<file path="config.mk">
export PLATFORM = sky130hd
export DESIGN_NAME = ams_seq
export DESIGN_NICKNAME = d
export VERILOG_FILES = /design/src/rtl/ams_pkg.sv /design/src/rtl/ams_adder.sv /design/src/rtl/ams_fsm.sv /design/src/rtl/ams_dp.sv /design/src/rtl/ams_seq.sv
export SDC_FILE = /design/constraint.sdc
export NUM_CORES = 1
export LEC_CHECK = 0
export ABC_AREA = 1
export BUFFER_PORTS_ARGS = -buffer_cell sky130_fd_sc_hd__buf_4
export CAP_MARGIN = 20
export CORE_MARGIN = 4
export CORE_UTILIZATION = 52
export DETAILED_ROUTE_END_ITERATION = 16
export MAX_ROUTING_LAYER = met4
export PLACE_DENSITY = 0.79
export RECOVER_POWER = 25
export SLEW_MARGIN = 10
export SYNTH_ARGS = -nofsm -noshare
export SYNTH_HDL_FRONTEND = slang
export SYNTH_HIERARCHICAL = 1
export SYNTH_SLANG_ARGS = --single-unit
</file>
<file path="constraint.sdc">
create_clock -name clk -period 4.5 [get_ports clk]
set_input_delay 0.45 -clock clk [delete_from_list [all_inputs] [get_ports clk]]
set_output_delay 0.45 -clock clk [all_outputs]
set_load 0.05 [all_outputs]
</file>
<file path="src/rtl/ams_pkg.sv">
package ams_pkg;

   typedef enum logic [2:0] {
      M_IMM  = 3'd0,
      M_ZP   = 3'd1,
      M_ZPX  = 3'd2,
      M_ABS  = 3'd3,
      M_ABSX = 3'd4,
      M_ABSY = 3'd5,
      M_INDX = 3'd6,
      M_INDY = 3'd7
   } amode_e;

   typedef enum logic [1:0] {
      CY_CODE = 2'd0,
      CY_PTR  = 2'd1,
      CY_INTL = 2'd2,
      CY_DATA = 2'd3
   } cyc_e;

   typedef enum logic [3:0] {
      S_IDLE, S_OP, S_B1, S_B2, S_IDXW, S_PLO, S_PHI, S_FIX, S_DATA
   } st_e;

   typedef enum logic [1:0] {
      AS_PC, AS_ZP, AS_EA
   } asrc_e;

   typedef enum logic [1:0] {
      AA_ZPA, AA_LO, AA_HI
   } asel_e;

   typedef struct packed {
      logic  pc_inc;
      logic  lo_rd;
      logic  hi_rd;
      logic  zpa_rd;
      logic  hi_clr;
      logic  lo_sum;
      logic  hi_sum;
      logic  zpa_sum;
      logic  b_one;
      logic  idx_y;
      asel_e a_sel;
      asrc_e asrc;
   } ctl_t;

endpackage

</file>
<file path="src/rtl/ams_adder.sv">
module ams_adder #(
   parameter int W      = 8,
   parameter bit RIPPLE = 1'b1
) (
   input  logic [W-1:0] a_i,
   input  logic [W-1:0] b_i,
   input  logic         ci_i,
   output logic [W-1:0] sum_o,
   output logic         co_o
);

   generate
      if (RIPPLE) begin : g_ripple
         logic [W:0] c;
         assign c[0] = ci_i;
         for (genvar i = 0; i < W; i++) begin : g_bit
            assign sum_o[i] = a_i[i] ^ b_i[i] ^ c[i];
            assign c[i+1]   = (a_i[i] & b_i[i]) | (c[i] & (a_i[i] ^ b_i[i]));
         end
         assign co_o = c[W];
      end else begin : g_behav
         logic [W:0] full;
         assign full  = {1'b0, a_i} + {1'b0, b_i} + {{W{1'b0}}, ci_i};
         assign sum_o = full[W-1:0];
         assign co_o  = full[W];
      end
   endgenerate

endmodule

</file>
<file path="src/rtl/ams_fsm.sv">
module ams_fsm
   import ams_pkg::*;
(
   input  logic       clk,
   input  logic       rst_n,
   input  logic       start_i,
   input  logic [2:0] mode_i,
   input  logic       carry_i,
   output logic       accept_o,
   output logic       busy_o,
   output logic       done_o,
   output cyc_e       cyc_o,
   output ctl_t       ctl_o
);

   st_e    st, nxt;
   amode_e mode_q;
   logic   abs_idx;

   assign accept_o = (st == S_IDLE) && start_i;
   assign busy_o   = (st != S_IDLE);
   assign abs_idx  = (mode_q == M_ABSX) || (mode_q == M_ABSY);

   always_ff @(posedge clk) begin
      if (!rst_n) begin
         st     <= S_IDLE;
         mode_q <= M_IMM;
      end else begin
         st <= nxt;
         if (accept_o) mode_q <= amode_e'(mode_i);
      end
   end

   always_comb begin
      ctl_o  = '0;
      nxt    = st;
      cyc_o  = CY_CODE;
      done_o = 1'b0;
      case (st)
         S_IDLE: begin
            if (start_i) nxt = S_OP;
         end
         S_OP: begin
            ctl_o.pc_inc = 1'b1;
            nxt          = S_B1;
         end
         S_B1: begin
            ctl_o.pc_inc = 1'b1;
            ctl_o.lo_rd  = 1'b1;
            ctl_o.zpa_rd = 1'b1;
            ctl_o.hi_clr = 1'b1;
            case (mode_q)
               M_IMM: begin
                  done_o = 1'b1;
                  nxt    = S_IDLE;
               end
               M_ZP:          nxt = S_DATA;
               M_ZPX, M_INDX: nxt = S_IDXW;
               M_INDY:        nxt = S_PLO;
               default:       nxt = S_B2;
            endcase
         end
         S_B2: begin
            ctl_o.pc_inc = 1'b1;
            ctl_o.hi_rd  = 1'b1;
            if (abs_idx) begin
               ctl_o.a_sel  = AA_LO;
               ctl_o.idx_y  = (mode_q == M_ABSY);
               ctl_o.lo_sum = 1'b1;
               nxt          = carry_i ? S_FIX : S_DATA;
            end else begin
               nxt = S_DATA;
            end
         end
         S_IDXW: begin
            ctl_o.asrc  = AS_ZP;
            ctl_o.a_sel = AA_ZPA;
            cyc_o       = CY_INTL;
            if (mode_q == M_INDX) begin
               ctl_o.zpa_sum = 1'b1;
               nxt           = S_PLO;
            end else begin
               ctl_o.lo_sum = 1'b1;
               nxt          = S_DATA;
            end
         end
         S_PLO: begin
            ctl_o.asrc    = AS_ZP;
            ctl_o.lo_rd   = 1'b1;
            ctl_o.a_sel   = AA_ZPA;
            ctl_o.b_one   = 1'b1;
            ctl_o.zpa_sum = 1'b1;
            cyc_o         = CY_PTR;
            nxt           = S_PHI;
         end
         S_PHI: begin
            ctl_o.asrc  = AS_ZP;
            ctl_o.hi_rd = 1'b1;
            cyc_o       = CY_PTR;
            if (mode_q == M_INDY) begin
               ctl_o.a_sel  = AA_LO;
               ctl_o.idx_y  = 1'b1;
               ctl_o.lo_sum = 1'b1;
               nxt          = carry_i ? S_FIX : S_DATA;
            end else begin
               nxt = S_DATA;
            end
         end
         S_FIX: begin
            ctl_o.asrc   = AS_EA;
            ctl_o.a_sel  = AA_HI;
            ctl_o.b_one  = 1'b1;
            ctl_o.hi_sum = 1'b1;
            cyc_o        = CY_INTL;
            nxt          = S_DATA;
         end
         S_DATA: begin
            ctl_o.asrc = AS_EA;
            cyc_o      = CY_DATA;
            done_o     = 1'b1;
            nxt        = S_IDLE;
         end
         default: nxt = S_IDLE;
      endcase
   end

endmodule

</file>
<file path="src/rtl/ams_dp.sv">
module ams_dp
   import ams_pkg::*;
#(
   parameter int          DW          = 8,
   parameter int          AW          = 16,
   parameter int unsigned RESET_PC    = 'h0200,
   parameter bit          LATCH_INDEX = 1'b1,
   parameter bit          RIPPLE      = 1'b1
) (
   input  logic          clk,
   input  logic          rst_n,
   input  logic          accept_i,
   input  ctl_t          ctl_i,
   input  logic [DW-1:0] x_i,
   input  logic [DW-1:0] y_i,
   input  logic [DW-1:0] rdata_i,
   output logic [AW-1:0] addr_o,
   output logic          carry_o
);

   localparam int PADW = AW - DW;

   logic [AW-1:0] pc;
   logic [DW-1:0] lo, hi, zpa;
   logic [DW-1:0] xq, yq;
   logic [DW-1:0] add_a, add_b, add_s;

   generate
      if (LATCH_INDEX) begin : g_latch
         always_ff @(posedge clk) begin
            if (!rst_n) begin
               xq <= '0;
               yq <= '0;
            end else if (accept_i) begin
               xq <= x_i;
               yq <= y_i;
            end
         end
      end else begin : g_live
         logic unused_accept;
         assign unused_accept = accept_i;
         assign xq = x_i;
         assign yq = y_i;
      end
   endgenerate

   always_comb begin
      case (ctl_i.a_sel)
         AA_LO:   add_a = lo;
         AA_HI:   add_a = hi;
         default: add_a = zpa;
      endcase
      if (ctl_i.b_one)      add_b = '0;
      else if (ctl_i.idx_y) add_b = yq;
      else                  add_b = xq;
   end

   ams_adder #(.W(DW), .RIPPLE(RIPPLE)) u_add (
      .a_i  (add_a),
      .b_i  (add_b),
      .ci_i (ctl_i.b_one),
      .sum_o(add_s),
      .co_o (carry_o)
   );

   always_ff @(posedge clk) begin
      if (!rst_n) begin
         pc  <= AW'(RESET_PC);
         lo  <= '0;
         hi  <= '0;
         zpa <= '0;
      end else begin
         if (ctl_i.pc_inc) pc <= pc + AW'(1);
         if (ctl_i.lo_rd)       lo <= rdata_i;
         else if (ctl_i.lo_sum) lo <= add_s;
         if (ctl_i.hi_clr)      hi <= '0;
         else if (ctl_i.hi_rd)  hi <= rdata_i;
         else if (ctl_i.hi_sum) hi <= add_s;
         if (ctl_i.zpa_rd)       zpa <= rdata_i;
         else if (ctl_i.zpa_sum) zpa <= add_s;
      end
   end

   always_comb begin
      case (ctl_i.asrc)
         AS_ZP:   addr_o = {{PADW{1'b0}}, zpa};
         AS_EA:   addr_o = {hi, lo};
         default: addr_o = pc;
      endcase
   end

endmodule

</file>
<file path="src/rtl/ams_seq.sv">
module ams_seq
   import ams_pkg::*;
#(
   parameter int          DW          = 8,
   parameter int          AW          = 16,
   parameter int unsigned RESET_PC    = 'h0200,
   parameter bit          LATCH_INDEX = 1'b1,
   parameter bit          RIPPLE      = 1'b1
) (
   input  logic          clk,
   input  logic          rst_n,
   input  logic          start_i,
   input  logic [2:0]    mode_i,
   input  logic [DW-1:0] idx_x_i,
   input  logic [DW-1:0] idx_y_i,
   input  logic [DW-1:0] rdata_i,
   output logic [AW-1:0] addr_o,
   output logic [1:0]    cyc_o,
   output logic          busy_o,
   output logic          done_o,
   output logic [DW-1:0] operand_o
);

   generate
      if (AW != 2 * DW) begin : g_bad_width
         $error("ams_seq: address width must be twice the data width");
      end
      if (DW < 2 || AW > 31) begin : g_bad_range
         $error("ams_seq: data width below 2 or address width above 31");
      end
   endgenerate

   ctl_t ctl;
   cyc_e cyc;
   logic accept, carry;

   ams_fsm u_fsm (
      .clk     (clk),
      .rst_n   (rst_n),
      .start_i (start_i),
      .mode_i  (mode_i),
      .carry_i (carry),
      .accept_o(accept),
      .busy_o  (busy_o),
      .done_o  (done_o),
      .cyc_o   (cyc),
      .ctl_o   (ctl)
   );

   ams_dp #(
      .DW(DW), .AW(AW), .RESET_PC(RESET_PC),
      .LATCH_INDEX(LATCH_INDEX), .RIPPLE(RIPPLE)
   ) u_dp (
      .clk     (clk),
      .rst_n   (rst_n),
      .accept_i(accept),
      .ctl_i   (ctl),
      .x_i     (idx_x_i),
      .y_i     (idx_y_i),
      .rdata_i (rdata_i),
      .addr_o  (addr_o),
      .carry_o (carry)
   );

   assign cyc_o     = cyc;
   assign operand_o = done_o ? rdata_i : '0;

endmodule

</file>
==> summary.txt <==
Power and ir drop
  – Clock share of power: 33.5%
  – Comb pwr share: 25.9%
  – Switch share: 34.3%
  – Pleak: 2.18 nW
  – Share of power burned in registers: 40.7%
  – Max VDD drop: 0.204 mV
  – Pint: 1.07 mW
  – Pwr/cell area: 345 mW/mm^2
  – Sw Pwr: 0.555 mW

Yosys
  – Yosys cell types: 31
  – Cells after Synth: 560
  – Top cell type's share of synthesized area: 33.7%
  – Sequential fraction of the synthesis area: 33.7%
  – Syn nets: 603
  – Synthesis-stage register bit count: 63
  – Yosys top cell by area: dfxtp_1
  – Synth Warn #: 6
  – Top post-synthesis cells by area: dfxtp_1, nand2_1, nor2_1
  – Netlist Area Pre-Place: 0.00374 mm^2
  – Average size of a mapped cell: 6.68 um^2

Finish
  – Most common library cell in the layout ignoring fill and taps: nand2_1
  – Fin area: 0.00469 mm^2
  – Area of the multi-input gates: 0.00218 mm^2
  – Fraction of layout cells with a size suffix above 1: 24.5%
  – Fillcell total: 614
  – Final nets: 674
  – Area Growth Syn to Fin: 25.4%
  – Final cell count without fillers: 732
  – Most frequent cells in the layout: nand2_1, nor2_1, buf_4, dfxtp_1, inv_1
  – FF/Latch Area: 0.00127 mm^2
  – Post-Route Utilization: 67.9%
  – N_diodes: 0

Placement
  – Placed inst area: 0.00442 mm^2
  – Routability cong.: 0.994
  – IO Port Bufs: 57
  – Inst Count DP: 713
  – Post-detail-place hpwl: 8010 um

Clocking
  – CTS buffer count: 9
  – H-tree depth: 3
  – Clock transition at path regs: 70 ps
  – Clock Sinks: 63
  – Clock Tree Buf Depth: 2
  – Root buf cell: clkbuf_8
  – CTS tree: built
  – Clk_lat worst skew: 350 ps
  – Hold_buf cts: 0

Outcome
  – Status: complete, no violations

Timing
  – Post-route clock skew: 12.6 ps
  – Tightest Pin Transition: 774 ps
  – Unrepaired setup endpoints after global routing: yes
  – Hold Slack: 320 ps
  – Final hold vios: 0
  – Crit path time final: 4470 ps
  – Max Slew Vio Count: 0
  – Relative slew margins: 48.2%
  – # setup viols final: 0
  – Peak Freq: 224 MHz
  – Tcrit/Tclk final: 99.4%

Die
  – Num ports: 58
  – Initial Util: 54.2%
  – Total core area: 0.00691 mm^2
  – Die area: 0.00862 mm^2
  – Die X: 92.8 um
  – Core Rows: 30
  – Die height: 92.8 um

Worst setup path
  – R2r worst-path depth: 27
  – Critical R2R Launch: u_fsm/st[3]
  – Required time of the critical path: 4730 ps
  – R2R setup slack: 30 ps
  – Slowest cell on crit path: fa_2
  – FF-to-FF End: u_fsm/st[2]
  – Crit end category: register
  – Cell mode on critical path: fa_2
  – Kind of critical path: reg -> reg
  – Worst EP arrival: 4700 ps
  – Critical Path Start: u_fsm/st[3]
  – CP max stage delay: 370 ps
  – Startpoint types: register
  – Crit Path Max Fanout: 4

Global route
  – Initial antenna violation count: 0
  – Global-route wire length before repair: 17,100 um
  – Vias in the first global route: 3,578
  – Congestion Overflow GR: 0
  – Pin count of the biggest net entering global routing: 48
  – Total GRT Usage: 25.6%

Hold path
  – Hold Crit Depth: 3
  – HP Class: in -> reg
  – Min-Delay Endpoint: u_dp/xq[6]
  – Worst Hold Launch: idx_x_i[6]

Detailed routing
  – Vias per cell: 5.41
  – Pre-antenna DRT Iters: 5
  – Iteration-0 DRC Markers: 326
  – Routed Antenna Nets: 0
  – Detailed-route via count: 3,957
  – Post-route DRC: 0
  – WL final: 10,700 um
  – DR WL/cell: 14.6 um

Run
  – Max Cap Viol: 0
==> worst max-delay path by stage <==
| stage | to | slack (ps) | depth (start not counted) |
|---|---|---|---|
| after global routing | u_fsm/st[2] | -180 | 27 |
| after floorplan | u_fsm/st[0] | -70 | 28 |
| final | u_fsm/st[2] | 30 | 27 |
| after CTS | u_fsm/st[2] | 2 | 28 |
| after detailed placement | u_fsm/st[2] | -150 | 26 |
| after global placement | u_fsm/st[2] | -70 | 26 |
==> power groups by stage <==
stage / clock (mW) / combinational (mW) / sequential [mW]
finish: 0.542 / 0.419 / 0.659
global placement: 0 / 0.403 / 0.667
CTS: 0.551 / 0.411 / 0.656
floorplan: 0 / 0.287 / 0.655
detailed placement: 0 / 0.408 / 0.668
global route: 0.570 / 0.456 / 0.663
==> cells by family (layout without fill, tap and decap cells) <==
group	after synthesis	in the layout	synth area share (%)
flops	63	63	33.7
compound gates	114	114	18.5
fa+ha+maj	13	13	5.95
buf+inv	96	172	10.3
simple gates	273	273	31.3
xor+xnor	1	1	0.234
==> routing by layer <==
metal / routed length, um / GRT usage (%)
met1: 4870 / 35.3
met2: 4650 / 37.9
met5: 0 / -
met4: 174 / 9.16
met3: 956 / 4.55
==> Yosys cell counts, drive strengths merged <==
| cell type | instances |
|---|---|
| nand2 | 109 |
| nor2 | 109 |
| inv | 66 |
| dfxtp | 63 |
| a21oi | 48 |
| o21ai | 33 |
| nand3 | 27 |
| nor3 | 25 |
| o221ai | 24 |
| buf | 17 |
| clkbuf | 9 |
| fa | 8 |
| a22oi | 5 |
| ha | 5 |
| clkinv | 4 |
| nand4 | 2 |
| a211oi | 1 |
| o211ai | 1 |
| o22ai | 1 |
| o31ai | 1 |
| or2 | 1 |
| xor2 | 1 |
==> cell type report <==
type,instances,share of cell area (%)
clock buffers,10,2.72
clock inverters,6,1.81
inverters,70,5.65
multi-input cells,401,46.5
flip-flops and latches,63,27.0
well taps,96,2.56
repair buffers,86,13.8
==> through the flow <==
step                      setup TNS [ps]  setup slack, ps  total power [mW]
after global routing                -881             -180              1.69
after floorplan                     -376            -67.9             0.943
final                                  0             28.5              1.62
after detailed placement            -813             -152              1.08
after global placement              -324            -68.4              1.07
after CTS                              0             2.48              1.62
==> flip-flops by register name, indices dropped and copies added (netlist names) <==
| name | count |
|---|---|
| u_dp/hi | 8 |
| u_dp/lo | 8 |
| u_dp/pc | 16 |
| u_dp/xq | 8 |
| u_dp/yq | 8 |
| u_dp/zpa | 8 |
| u_fsm/mode_q | 3 |
| u_fsm/st | 4 |
==> worst max-delay path: cells and delay by family, from the launching register on <==
family,cells,cell delay (ps)
compound gates,3,310
flops,1,340
simple gates,7,550
buf+inv,8,460
fa+ha+maj,9,2670
==> what timing repair did <==
action	4_1_cts	5_1_grt
gates cloned	0	0
buffers inserted	0	2
endpoints found under the setup margin	7	7
pin swaps	2	15
gates resized for setup	5	7
Note: power is estimated with default switching activity, not from simulation.
